**src/rtl/ssSortPkg.sv**
```systemverilog
package ssSortPkg;
  typedef enum logic [2:0] {
    ST_IDLE,
    ST_FETCH,
    ST_SORT,
    ST_FLUSH,
    ST_DONE
  } ssState_t;

  // Strobes from control to datapath
  typedef struct packed {
    logic loadEn;
    logic swapEn;
  } ssStrobe_t;
endpackage

```
**src/rtl/ssCtrl.sv**
```systemverilog
module ssCtrl import ssSortPkg::*; #(
  parameter int IDX_W = 4,
  parameter int LOC_W = 3,
  parameter int POS_W = 2,
  parameter int CNT_W = 3,
  parameter int STG_W = 3
) (
  input  logic                   clk,
  input  logic                   rstN,
  input  logic                   start,
  input  logic [STG_W-1:0]       stage,
  input  logic [CNT_W-1:0]       cCount,
  input  logic [LOC_W*POS_W-1:0] cList,
  input  logic                   memValid,
  output ssStrobe_t              strobe,
  output logic                   done,
  output logic                   memReq,
  output logic                   memWe,
  output logic [IDX_W-1:0]       partIdx,
  output logic [LOC_W-1:0]       elemIdx,
  output logic [CNT_W-1:0]       stepIdx,
  output logic [LOC_W-1:0]       pairIdx,
  output logic [LOC_W*POS_W-1:0] cfgList,
  output logic [CNT_W-1:0]       cfgCount,
  output logic [STG_W-1:0]       cfgStage
);
  ssState_t state;
  logic [LOC_W:0] elemLast;
  logic [LOC_W:0] pairLast;
  logic [IDX_W:0] partLast;
  logic           badCount;
  logic           elemAtEnd;

  assign elemLast  = ((LOC_W+1)'(1) << cfgCount) - (LOC_W+1)'(1);
  assign pairLast  = elemLast >> 1;
  assign partLast  = ((IDX_W+1)'(1) << (CNT_W'(IDX_W) - cfgCount)) - (IDX_W+1)'(1);
  assign badCount  = (cCount == '0) || (cCount > CNT_W'(LOC_W));
  assign elemAtEnd = ({1'b0, elemIdx} == elemLast);

  always_ff @(posedge clk or negedge rstN) begin
    if (!rstN) begin
      state    <= ST_IDLE;
      partIdx  <= '0;
      elemIdx  <= '0;
      stepIdx  <= '0;
      pairIdx  <= '0;
      cfgList  <= '0;
      cfgCount <= '0;
      cfgStage <= '0;
    end else begin
      case (state)
        ST_IDLE: if (start) begin
          cfgList  <= cList;
          cfgCount <= cCount;
          cfgStage <= stage;
          partIdx  <= '0;
          elemIdx  <= '0;
          state    <= badCount ? ST_DONE : ST_FETCH;
        end
        ST_FETCH: if (memValid) begin
          if (elemAtEnd) begin
            stepIdx <= '0;
            pairIdx <= '0;
            state   <= ST_SORT;
          end else begin
            elemIdx <= elemIdx + 1'b1;
          end
        end
        ST_SORT: begin
          if ({1'b0, pairIdx} == pairLast) begin
            pairIdx <= '0;
            if (stepIdx == cfgCount - 1'b1) begin
              elemIdx <= '0;
              state   <= ST_FLUSH;
            end else begin
              stepIdx <= stepIdx + 1'b1;
            end
          end else begin
            pairIdx <= pairIdx + 1'b1;
          end
        end
        ST_FLUSH: if (memValid) begin
          if (elemAtEnd) begin
            elemIdx <= '0;
            if ({1'b0, partIdx} == partLast) begin
              state <= ST_DONE;
            end else begin
              partIdx <= partIdx + 1'b1;
              state   <= ST_FETCH;
            end
          end else begin
            elemIdx <= elemIdx + 1'b1;
          end
        end
        default: state <= ST_IDLE;
      endcase
    end
  end

  assign strobe.loadEn = (state == ST_FETCH) && memValid;
  assign strobe.swapEn = (state == ST_SORT);
  assign memReq        = (state == ST_FETCH) || (state == ST_FLUSH);
  assign memWe         = (state == ST_FLUSH);
  assign done          = (state == ST_DONE);
endmodule

```
**src/rtl/ssDatapath.sv**
```systemverilog
module ssDatapath import ssSortPkg::*; #(
  parameter int IDX_W  = 4,
  parameter int LOC_W  = 3,
  parameter int DATA_W = 16,
  parameter int POS_W  = 2,
  parameter int CNT_W  = 3,
  parameter int STG_W  = 3
) (
  input  logic                   clk,
  input  ssStrobe_t              strobe,
  input  logic [IDX_W-1:0]       partIdx,
  input  logic [LOC_W-1:0]       elemIdx,
  input  logic [CNT_W-1:0]       stepIdx,
  input  logic [LOC_W-1:0]       pairIdx,
  input  logic [LOC_W*POS_W-1:0] cfgList,
  input  logic [CNT_W-1:0]       cfgCount,
  input  logic [STG_W-1:0]       cfgStage,
  input  logic [DATA_W-1:0]      memRdata,
  output logic [IDX_W-1:0]       memAddr,
  output logic [DATA_W-1:0]      memWdata
);
  localparam int DEPTH = 1 << LOC_W;

  logic [DATA_W-1:0] locBuf [DEPTH];

  // Global index of element elem in part part
  function automatic logic [IDX_W-1:0] scatter(
    input logic [IDX_W-1:0]       part,
    input logic [LOC_W-1:0]       elem,
    input logic [LOC_W*POS_W-1:0] lst,
    input logic [CNT_W-1:0]       cnt
  );
    logic [IDX_W-1:0] inList;
    logic [IDX_W-1:0] addr;
    logic [POS_W-1:0] pos;
    int               k;
    inList = '0;
    addr   = '0;
    k      = 0;
    for (int j = 0; j < LOC_W; j++) begin
      if (CNT_W'(j) < cnt) begin
        pos         = lst[j*POS_W +: POS_W];
        inList[pos] = 1'b1;
        addr[pos]   = elem[j];
      end
    end
    for (int b = 0; b < IDX_W; b++) begin
      if (!inList[b]) begin
        addr[b] = part[k];
        k++;
      end
    end
    return addr;
  endfunction

  logic [LOC_W-1:0]  lowMask;
  logic [LOC_W-1:0]  loIdx;
  logic [LOC_W-1:0]  hiIdx;
  logic [IDX_W-1:0]  loGlobal;
  logic [IDX_W-1:0]  stageBits;
  logic              ascend;
  logic              needSwap;
  logic [DATA_W-1:0] loVal;
  logic [DATA_W-1:0] hiVal;

  always_comb begin
    lowMask   = (LOC_W'(1) << stepIdx) - LOC_W'(1);
    loIdx     = ((pairIdx & ~lowMask) << 1) | (pairIdx & lowMask);
    hiIdx     = loIdx | (LOC_W'(1) << stepIdx);
    loGlobal  = scatter(partIdx, loIdx, cfgList, cfgCount);
    stageBits = loGlobal >> cfgStage;
    ascend    = ~stageBits[0];
    loVal     = locBuf[loIdx];
    hiVal     = locBuf[hiIdx];
    needSwap  = ascend ? (loVal > hiVal) : (loVal < hiVal);
  end

  always_ff @(posedge clk) begin
    if (strobe.loadEn) begin
      locBuf[elemIdx] <= memRdata;
    end else if (strobe.swapEn && needSwap) begin
      locBuf[loIdx] <= hiVal;
      locBuf[hiIdx] <= loVal;
    end
  end

  assign memAddr  = scatter(partIdx, elemIdx, cfgList, cfgCount);
  assign memWdata = locBuf[elemIdx];
endmodule

```
**src/rtl/ssBitonicEngine.sv**
```systemverilog
module ssBitonicEngine import ssSortPkg::*; #(
  parameter int IDX_W  = 4,
  parameter int LOC_W  = 3,
  parameter int DATA_W = 16,
  localparam int POS_W = $clog2(IDX_W),
  localparam int CNT_W = $clog2(IDX_W + 2),
  localparam int STG_W = $clog2(IDX_W + 1)
) (
  input  logic                   clk,
  input  logic                   rstN,
  input  logic                   start,
  input  logic [STG_W-1:0]       stage,
  input  logic [CNT_W-1:0]       cCount,
  input  logic [LOC_W*POS_W-1:0] cList,
  output logic                   done,
  output logic                   memReq,
  output logic                   memWe,
  output logic [IDX_W-1:0]       memAddr,
  output logic [DATA_W-1:0]      memWdata,
  input  logic                   memValid,
  input  logic [DATA_W-1:0]      memRdata
);
  ssStrobe_t              strobe;
  logic [IDX_W-1:0]       partIdx;
  logic [LOC_W-1:0]       elemIdx;
  logic [CNT_W-1:0]       stepIdx;
  logic [LOC_W-1:0]       pairIdx;
  logic [LOC_W*POS_W-1:0] cfgList;
  logic [CNT_W-1:0]       cfgCount;
  logic [STG_W-1:0]       cfgStage;

  ssCtrl #(
    .IDX_W(IDX_W), .LOC_W(LOC_W), .POS_W(POS_W), .CNT_W(CNT_W), .STG_W(STG_W)
  ) u_ctrl (
    .clk(clk), .rstN(rstN), .start(start), .stage(stage), .cCount(cCount),
    .cList(cList), .memValid(memValid), .strobe(strobe), .done(done),
    .memReq(memReq), .memWe(memWe), .partIdx(partIdx), .elemIdx(elemIdx),
    .stepIdx(stepIdx), .pairIdx(pairIdx), .cfgList(cfgList),
    .cfgCount(cfgCount), .cfgStage(cfgStage)
  );

  ssDatapath #(
    .IDX_W(IDX_W), .LOC_W(LOC_W), .DATA_W(DATA_W), .POS_W(POS_W),
    .CNT_W(CNT_W), .STG_W(STG_W)
  ) u_data (
    .clk(clk), .strobe(strobe), .partIdx(partIdx), .elemIdx(elemIdx),
    .stepIdx(stepIdx), .pairIdx(pairIdx), .cfgList(cfgList),
    .cfgCount(cfgCount), .cfgStage(cfgStage), .memRdata(memRdata),
    .memAddr(memAddr), .memWdata(memWdata)
  );
endmodule

```
**config.mk**
```make
export PLATFORM = sky130hd
export DESIGN_NAME = ssBitonicEngine
export DESIGN_NICKNAME = d
export VERILOG_FILES = /design/src/rtl/ssSortPkg.sv /design/src/rtl/ssCtrl.sv /design/src/rtl/ssDatapath.sv /design/src/rtl/ssBitonicEngine.sv
export SDC_FILE = /design/constraint.sdc
export NUM_CORES = 1
export LEC_CHECK = 0
export ABC_AREA = 1
export CELL_PAD_IN_SITES_DETAIL_PLACEMENT = 1
export CELL_PAD_IN_SITES_GLOBAL_PLACEMENT = 1
export CORE_UTILIZATION = 36
export DETAILED_ROUTE_END_ITERATION = 6
export PLACE_DENSITY_LB_ADDON = 0.1
export SYNTH_ARGS = -nofsm -noshare
export SYNTH_HDL_FRONTEND = slang
export SYNTH_SLANG_ARGS = --single-unit
```
**constraint.sdc**
```tcl
create_clock -name clk -period 6.6 [get_ports clk]
set_clock_uncertainty 0.2 [all_clocks]
set_input_delay 0.99 -clock clk [delete_from_list [all_inputs] [get_ports clk]]
set_output_delay 0.99 -clock clk [all_outputs]
set_load 0.005 [all_outputs]
```
==> results of run 1 <==
## metal layers
| layer | global-route usage | part of all wire | up-vias |
|---|---|---|---|
| met3 | 0.0487 | 0.050 | 76 |
| li1 | - | - | 5388 |
| met4 | 0.0865 | 0.023 | 0 |
| met5 | 0 | 0 | - |
| met1 | 0.358 | 0.42 | 5826 |
| met2 | 0.525 | 0.51 | 348 |
## final cells by class
cell class | instances | area (um^2) | area share
clock buffer | 18 | 429 | 0.0327
clock inverter | 13 | 164 | 0.0125
inverter | 174 | 658 | 0.0501
multi-input combinational | 1094 | 5920 | 0.451
sequential | 156 | 4550 | 0.346
tap | 396 | 495 | 0.0377
timing repair buffer | 98 | 921 | 0.0701
## Yosys cell counts, drive strengths merged
| master | number | area share |
|---|---|---|
| nand4 | 15 | 0.0082 |
| or3 | 1 | 0.00055 |
| and2 | 14 | 0.0077 |
| a21oi | 85 | 0.038 |
| edfxtp | 128 | 0.34 |
| nor3 | 10 | 0.0058 |
| o21bai | 1 | 0.00066 |
| a31oi | 17 | 0.0093 |
| ha | 34 | 0.037 |
| o22ai | 45 | 0.025 |
| xor2 | 10 | 0.0077 |
| o21ai | 297 | 0.13 |
| nand3b | 3 | 0.0031 |
| o21a | 11 | 0.0072 |
| xnor2 | 4 | 0.0031 |
| nand2 | 237 | 0.084 |
| o2111ai | 3 | 0.0023 |
| o211ai | 23 | 0.015 |
| buf | 29 | 0.013 |
| a221oi | 18 | 0.014 |
| dfrtp | 28 | 0.061 |
| inv | 173 | 0.057 |
| or2 | 4 | 0.0022 |
| a211oi | 1 | 0.00066 |
| clkinv | 1 | 0.00033 |
| o221ai | 6 | 0.0046 |
| o221a | 1 | 0.00098 |
| clkbuf | 54 | 0.018 |
| and3 | 1 | 0.00055 |
| nand3 | 159 | 0.075 |
| nor3b | 3 | 0.0020 |
| nor2 | 91 | 0.030 |
## flip-flops by register name (all words and copies together), names as in the netlist
signal,flops
u_ctrl.partIdx,4
u_ctrl.state,3
u_ctrl.elemIdx,3
u_ctrl.cfgCount,3
u_ctrl.stepIdx,3
u_data.locBuf,128
u_ctrl.cfgStage,3
u_ctrl.pairIdx,3
u_ctrl.cfgList,6
## per-stage QoR
stage               setup WS [ns]  power (mW)
floorplan                    1.50        1.65
global placement            0.398        2.11
detailed placement          0.176        2.12
CTS                         0.183        3.17
global route               0.0108        3.28
finish                      0.307        3.16
## cells by family (layout without fill, tap and decap cells)
group / count (synthesis) / count (layout) / synth area share
xor+xnor: 14 / 14 / 0.0107
simple gates: 538 / 538 / 0.219
fa+ha+maj: 34 / 34 / 0.0372
buf+inv: 257 / 303 / 0.0886
flops: 156 / 156 / 0.397
compound gates: 508 / 508 / 0.247
## what timing repair did
item	CTS	global route
buffers inserted	0	0
gates resized for setup	0	7
hold endpoints to repair	0	0
endpoints found under the setup margin	0	101
## path summary, 6_finish.rpt
path	from	to	slack [ns]	cells past startpoint
max	u_ctrl.stepIdx[0]	u_data.locBuf[7][0]	0.31	27
min	u_ctrl.cfgStage[2]	u_ctrl.cfgStage[2]	0.33	2
max reg2reg	u_ctrl.stepIdx[0]	u_data.locBuf[7][0]	0.31	27
min reg2reg	u_ctrl.cfgStage[2]	u_ctrl.cfgStage[2]	0.33	2
max in group asynchronous	rstN	u_ctrl.partIdx[3]	5.14	2
min in group asynchronous	rstN	u_ctrl.state[0]	0.74	2
## where the power goes
part	internal [mW]	leakage (nW)	switching, mW
sequential	1.16	1.44	0.0748
clock	0.599	0.292	0.463
combinational	0.340	3.83	0.527
total	2.10	5.56	1.06
## worst max-delay path, delay by kind of cell, from the launching register on
kind | cells | cell delay (ns)
AOI/OAI and AO/OA | 5 | 0.99
adders and majority gates | 3 | 0.81
buffers and inverters | 6 | 1.50
DFF | 1 | 0.43
and+or+nand+nor | 13 | 2.06
==> impl_metrics.toml, run 1 <==
[run_status]
outcome = "finished, final reports clean"

[clock_tree]
clock_tree.root_cell = "sky130_fd_sc_hd__clkbuf_16"
clock_insertion_delay_worst_skew_ns = 0.45
cts_buffer_depth = 2
cts_num_sinks = 156
cts_hold_buf = 0
count_of_h_tree_levels_built_during_cts = 4
cts_buffers = 17
cts_tree = "yes"
cts.clk_slew.worst_paths_ns = 0.07

[layout]
design.final.nets = 1607
final_core_density = 0.425
drive_above_1_share = 0.0850
mostFrequentLayoutCells = "214 x sky130_fd_sc_hd__o21ai_0, 212 x sky130_fd_sc_hd__nand2_1, 160 x sky130_fd_sc_hd__inv_1"
stdcell_count = 1949
insertedDiodeCount = 0
fill_cells = 3763
layout.cells.most_common = "sky130_fd_sc_hd__o21ai_0"
design_area_um2 = 13100
syn2layout_area_growth_pct = 14.8

[power_and_ir_drop]
p_per_cell_area_nw_per_um2 = 241
max-vdd-ir-drop_mv = 0.173
static-leakage-power_nw = 5.56

[sta]
setup-violations-final = 0
rsz0062_at_grt = "no"
timing_max_transition_violations_final = 0
slew_headroom = 0.471
fin_worst_hold_slack_ns = 0.328
post-route-period-util = 0.953
max_slew.worst_pin.slew_ns = 0.793
max_clock_freq_mhz = 159
timing_hold_violations_final = 0
setup-tns-final_ns = 0
post-route-min-period_ns = 6.29

[setup_path]
critical_path.most_common_cell = "sky130_fd_sc_hd__nand2_1"
worstSetupStartpointType = "flop"
timing.critical_path.slowest_cell_delay_ns = 0.47
cp_slowest_cell = "sky130_fd_sc_hd__a221oi_1"
crit_path_end_kind = "flop"
crit_path_arrival_time_ns = 6.26
highest_net_fanout_along_the_worst_path = 17
worst-setup-path-type = "flop to flop"
critPathRequiredTime_ns = 6.57

[synth]
synth_seq_area_share = 0.397
syn-cell-area_um2 = 11400
synthesis.nets = 1573
mean_syn_cell_area_um2 = 7.59
post_synth_num_cell_types = 50
synthCells = 1507
ys_warns = 0
synth.ff_latch_count = 156

[grt]
grt_use_total = 0.293
overflow = 0
vias_in_the_first_global_route = 11800
grt_start_max_net_pins = 76
grt_first_pass_wirelength_mm = 72.4
antenna_found_initial = 0

[die]
die-height_um = 180
dieWidth_um = 180
fp-row-count = 64
design.die.area_um2 = 32500
design.core.area_um2 = 30900
top_level_ports = 55
initial_utilization = 0.370

[detailed_routing]
drt-initial-drc-count = 921
initial_drt_pass_iterations = 5
drc_errors = 0
detail_route.vias_per_cell = 5.97
wl_mm = 47.4
wl_per_cell_um = 24.3
drtAntennaViolNets = 0
vias = 11600

[place]
hpwlAfterDp_mm = 33.2
dpl.cell_count = 1918
place_congestion = 0.896
dpl-instance-area_um2 = 12500
buffer_ports.inserted = 54

[run]
max_cap_viol_count = 0

[hold_path]
timing.hold.worst.class = "flop to flop"
Power figures use the tool's default switching activity.
==> run 2, diff against run 1 <==
CORE_UTILIZATION = 46   (was 36)
SETUP_SLACK_MARGIN = 0.15   (was unset)
==> impl_metrics.toml, run 2 (synthesis gave the netlist of run 1 again) <==
[run_status]
outcome = "finished, final reports clean"

[sta]
slew_headroom = 0.176
post-route-min-period_ns = 6.30
max_clock_freq_mhz = 159
timing_max_transition_violations_final = 0
setup-violations-final = 0
timing_hold_violations_final = 0
max_slew.worst_pin.slew_ns = 1.23
post-route-period-util = 0.955
fin_worst_hold_slack_ns = 0.297
setup-tns-final_ns = 0
rsz0062_at_grt = "yes"

[setup_path]
crit_path_end_kind = "flop"
highest_net_fanout_along_the_worst_path = 24
cp_slowest_cell = "sky130_fd_sc_hd__nand3_1"
timing.critical_path.slowest_cell_delay_ns = 0.56
worst-setup-path-type = "flop to flop"
crit_path_arrival_time_ns = 6.22
critPathRequiredTime_ns = 6.52
worstSetupStartpointType = "flop"

[layout]
drive_above_1_share = 0.0894
design.final.nets = 1607
largest_registers = "u_data.locBuf: 128 flops, u_ctrl.cfgList: 6 flops, u_ctrl.partIdx: 4 flops"
syn2layout_area_growth_pct = 13.7
layout.cells.most_common = "sky130_fd_sc_hd__o21ai_0"
mostFrequentLayoutCells = "214 x sky130_fd_sc_hd__o21ai_0, 208 x sky130_fd_sc_hd__nand2_1, 161 x sky130_fd_sc_hd__inv_1"
insertedDiodeCount = 0
largest_reg_flops = 128
largest-register = "u_data.locBuf"

[place]
place_congestion = 0.915
hpwlAfterDp_mm = 30.4
buffer_ports.inserted = 54

[power_and_ir_drop]
p_clk_frac = 0.329
netSwitchingPower_mw = 1.07
share_seq_of_total_power = 0.394
p_per_cell_area_nw_per_um2 = 238
static-leakage-power_nw = 5.54
intPower_mw = 2.02
max-vdd-ir-drop_mv = 0.179
switching_power_as_a_share_of_total_power = 0.347
post-layout-total-power_mw = 3.09
p_comb_frac = 0.277

[die]
top_level_ports = 55
initial_utilization = 0.469
dieWidth_um = 160
design.core.area_um2 = 24400
die-height_um = 160
fp-row-count = 57
design.die.area_um2 = 25500

[clock_tree]
cts.clk_slew.worst_paths_ns = 0.07
post_cts_setup_buffer_count = 0
cts_num_sinks = 156
cts_buffer_depth = 2
clock_tree.root_cell = "sky130_fd_sc_hd__clkbuf_16"
post_cts.resized_instances = 1
cts_tree = "yes"
count_of_h_tree_levels_built_during_cts = 4
cts_hold_buf = 0
clock_insertion_delay_worst_skew_ns = 0.45
cts_buffers = 17

[detailed_routing]
vias = 11800
detail_route.vias_per_cell = 6.30
drc_errors = 0
drt-initial-drc-count = 1063
drtAntennaViolNets = 0
initial_drt_pass_iterations = 6
wl_per_cell_um = 23.9
wl_mm = 44.9

[grt]
antenna_found_initial = 0
grt_first_pass_wirelength_mm = 69.7
overflow = 0
grt_use_total = 0.358
grt_start_max_net_pins = 58
vias_in_the_first_global_route = 12000

[run]
max_cap_viol_count = 0

[hold_path]
timing.hold.worst.class = "flop to flop"
-- run 2: path summary, 6_finish.rpt --
| check | from | endpoint | slack [ns] | depth (start not counted) |
|---|---|---|---|---|
| max in group asynchronous | rstN | u_ctrl.partIdx[2] | 5.15 | 2 |
| setup / recovery | u_ctrl.stepIdx[0] | u_data.locBuf[1][1] | 0.30 | 27 |
| min in group asynchronous | rstN | u_ctrl.state[0] | 0.73 | 2 |
| hold / removal | u_ctrl.cfgStage[2] | u_ctrl.cfgStage[2] | 0.30 | 2 |
| hold reg to reg | u_ctrl.cfgStage[2] | u_ctrl.cfgStage[2] | 0.30 | 2 |
| setup reg to reg | u_ctrl.stepIdx[0] | u_data.locBuf[1][1] | 0.30 | 27 |
-- run 2: worst max-delay path: cells and delay by family (launching register included) --
family	cells	cell delay (ns)
adder cells (fa/ha/maj)	3	0.77
buffers and inverters	5	1.21
AND/OR/NAND/NOR	13	2.52
flip-flops	1	0.42
AO/OA/AOI/OAI	6	0.81
-- run 2: final cells by class --
| type | count | area [um^2] |
|---|---|---|
| Clock buffer | 17 | 425 |
| Clock inverter | 15 | 158 |
| Fill cell | 3056 | 11400 |
| Tap cell | 324 | 405 |
| Timing Repair Buffer | 98 | 887 |
| Multi-Input combinational cell | 1094 | 5920 |
| Sequential cell | 156 | 4550 |
| Inverter | 174 | 661 |
-- run 2: power by group through the flow --
stage,Clock (mW),Sequential (mW),Combinational (mW)
after floorplan,0,1.21,0.442
after global placement,0,1.23,0.821
after detailed placement,0,1.24,0.838
after CTS,1.02,1.22,0.845
after global routing,1.05,1.22,0.926
final,1.02,1.22,0.856
-- run 2: metal layers --
| metal | wire length [um] | vias up | GRT usage | share of wire |
|---|---|---|---|---|
| li1 | - | 5397 | - | - |
| met1 | 18300 | 5814 | 0.450 | 0.41 |
| met2 | 22000 | 497 | 0.617 | 0.49 |
| met3 | 2960 | 127 | 0.0488 | 0.066 |
| met4 | 1660 | 0 | 0.149 | 0.037 |
| met5 | 0 | - | 0 | 0 |
-- run 2: metrics by stage --
| step | area, um^2 | setup WS, ns | util | cells |
|---|---|---|---|---|
| 6_report | 13000 | 0.297 | 0.533 | 1878 |
| 5_1_grt | 13000 | 0.0528 | 0.533 | 1878 |
| 3_3_place_gp | 12400 | 0.472 | 0.508 | 1846 |
| 2_1_floorplan | 11400 | 1.50 | - | 1507 |
| 3_5_place_dp | 12400 | 0.207 | 0.508 | 1846 |
| 4_1_cts | 13000 | 0.203 | 0.532 | 1878 |
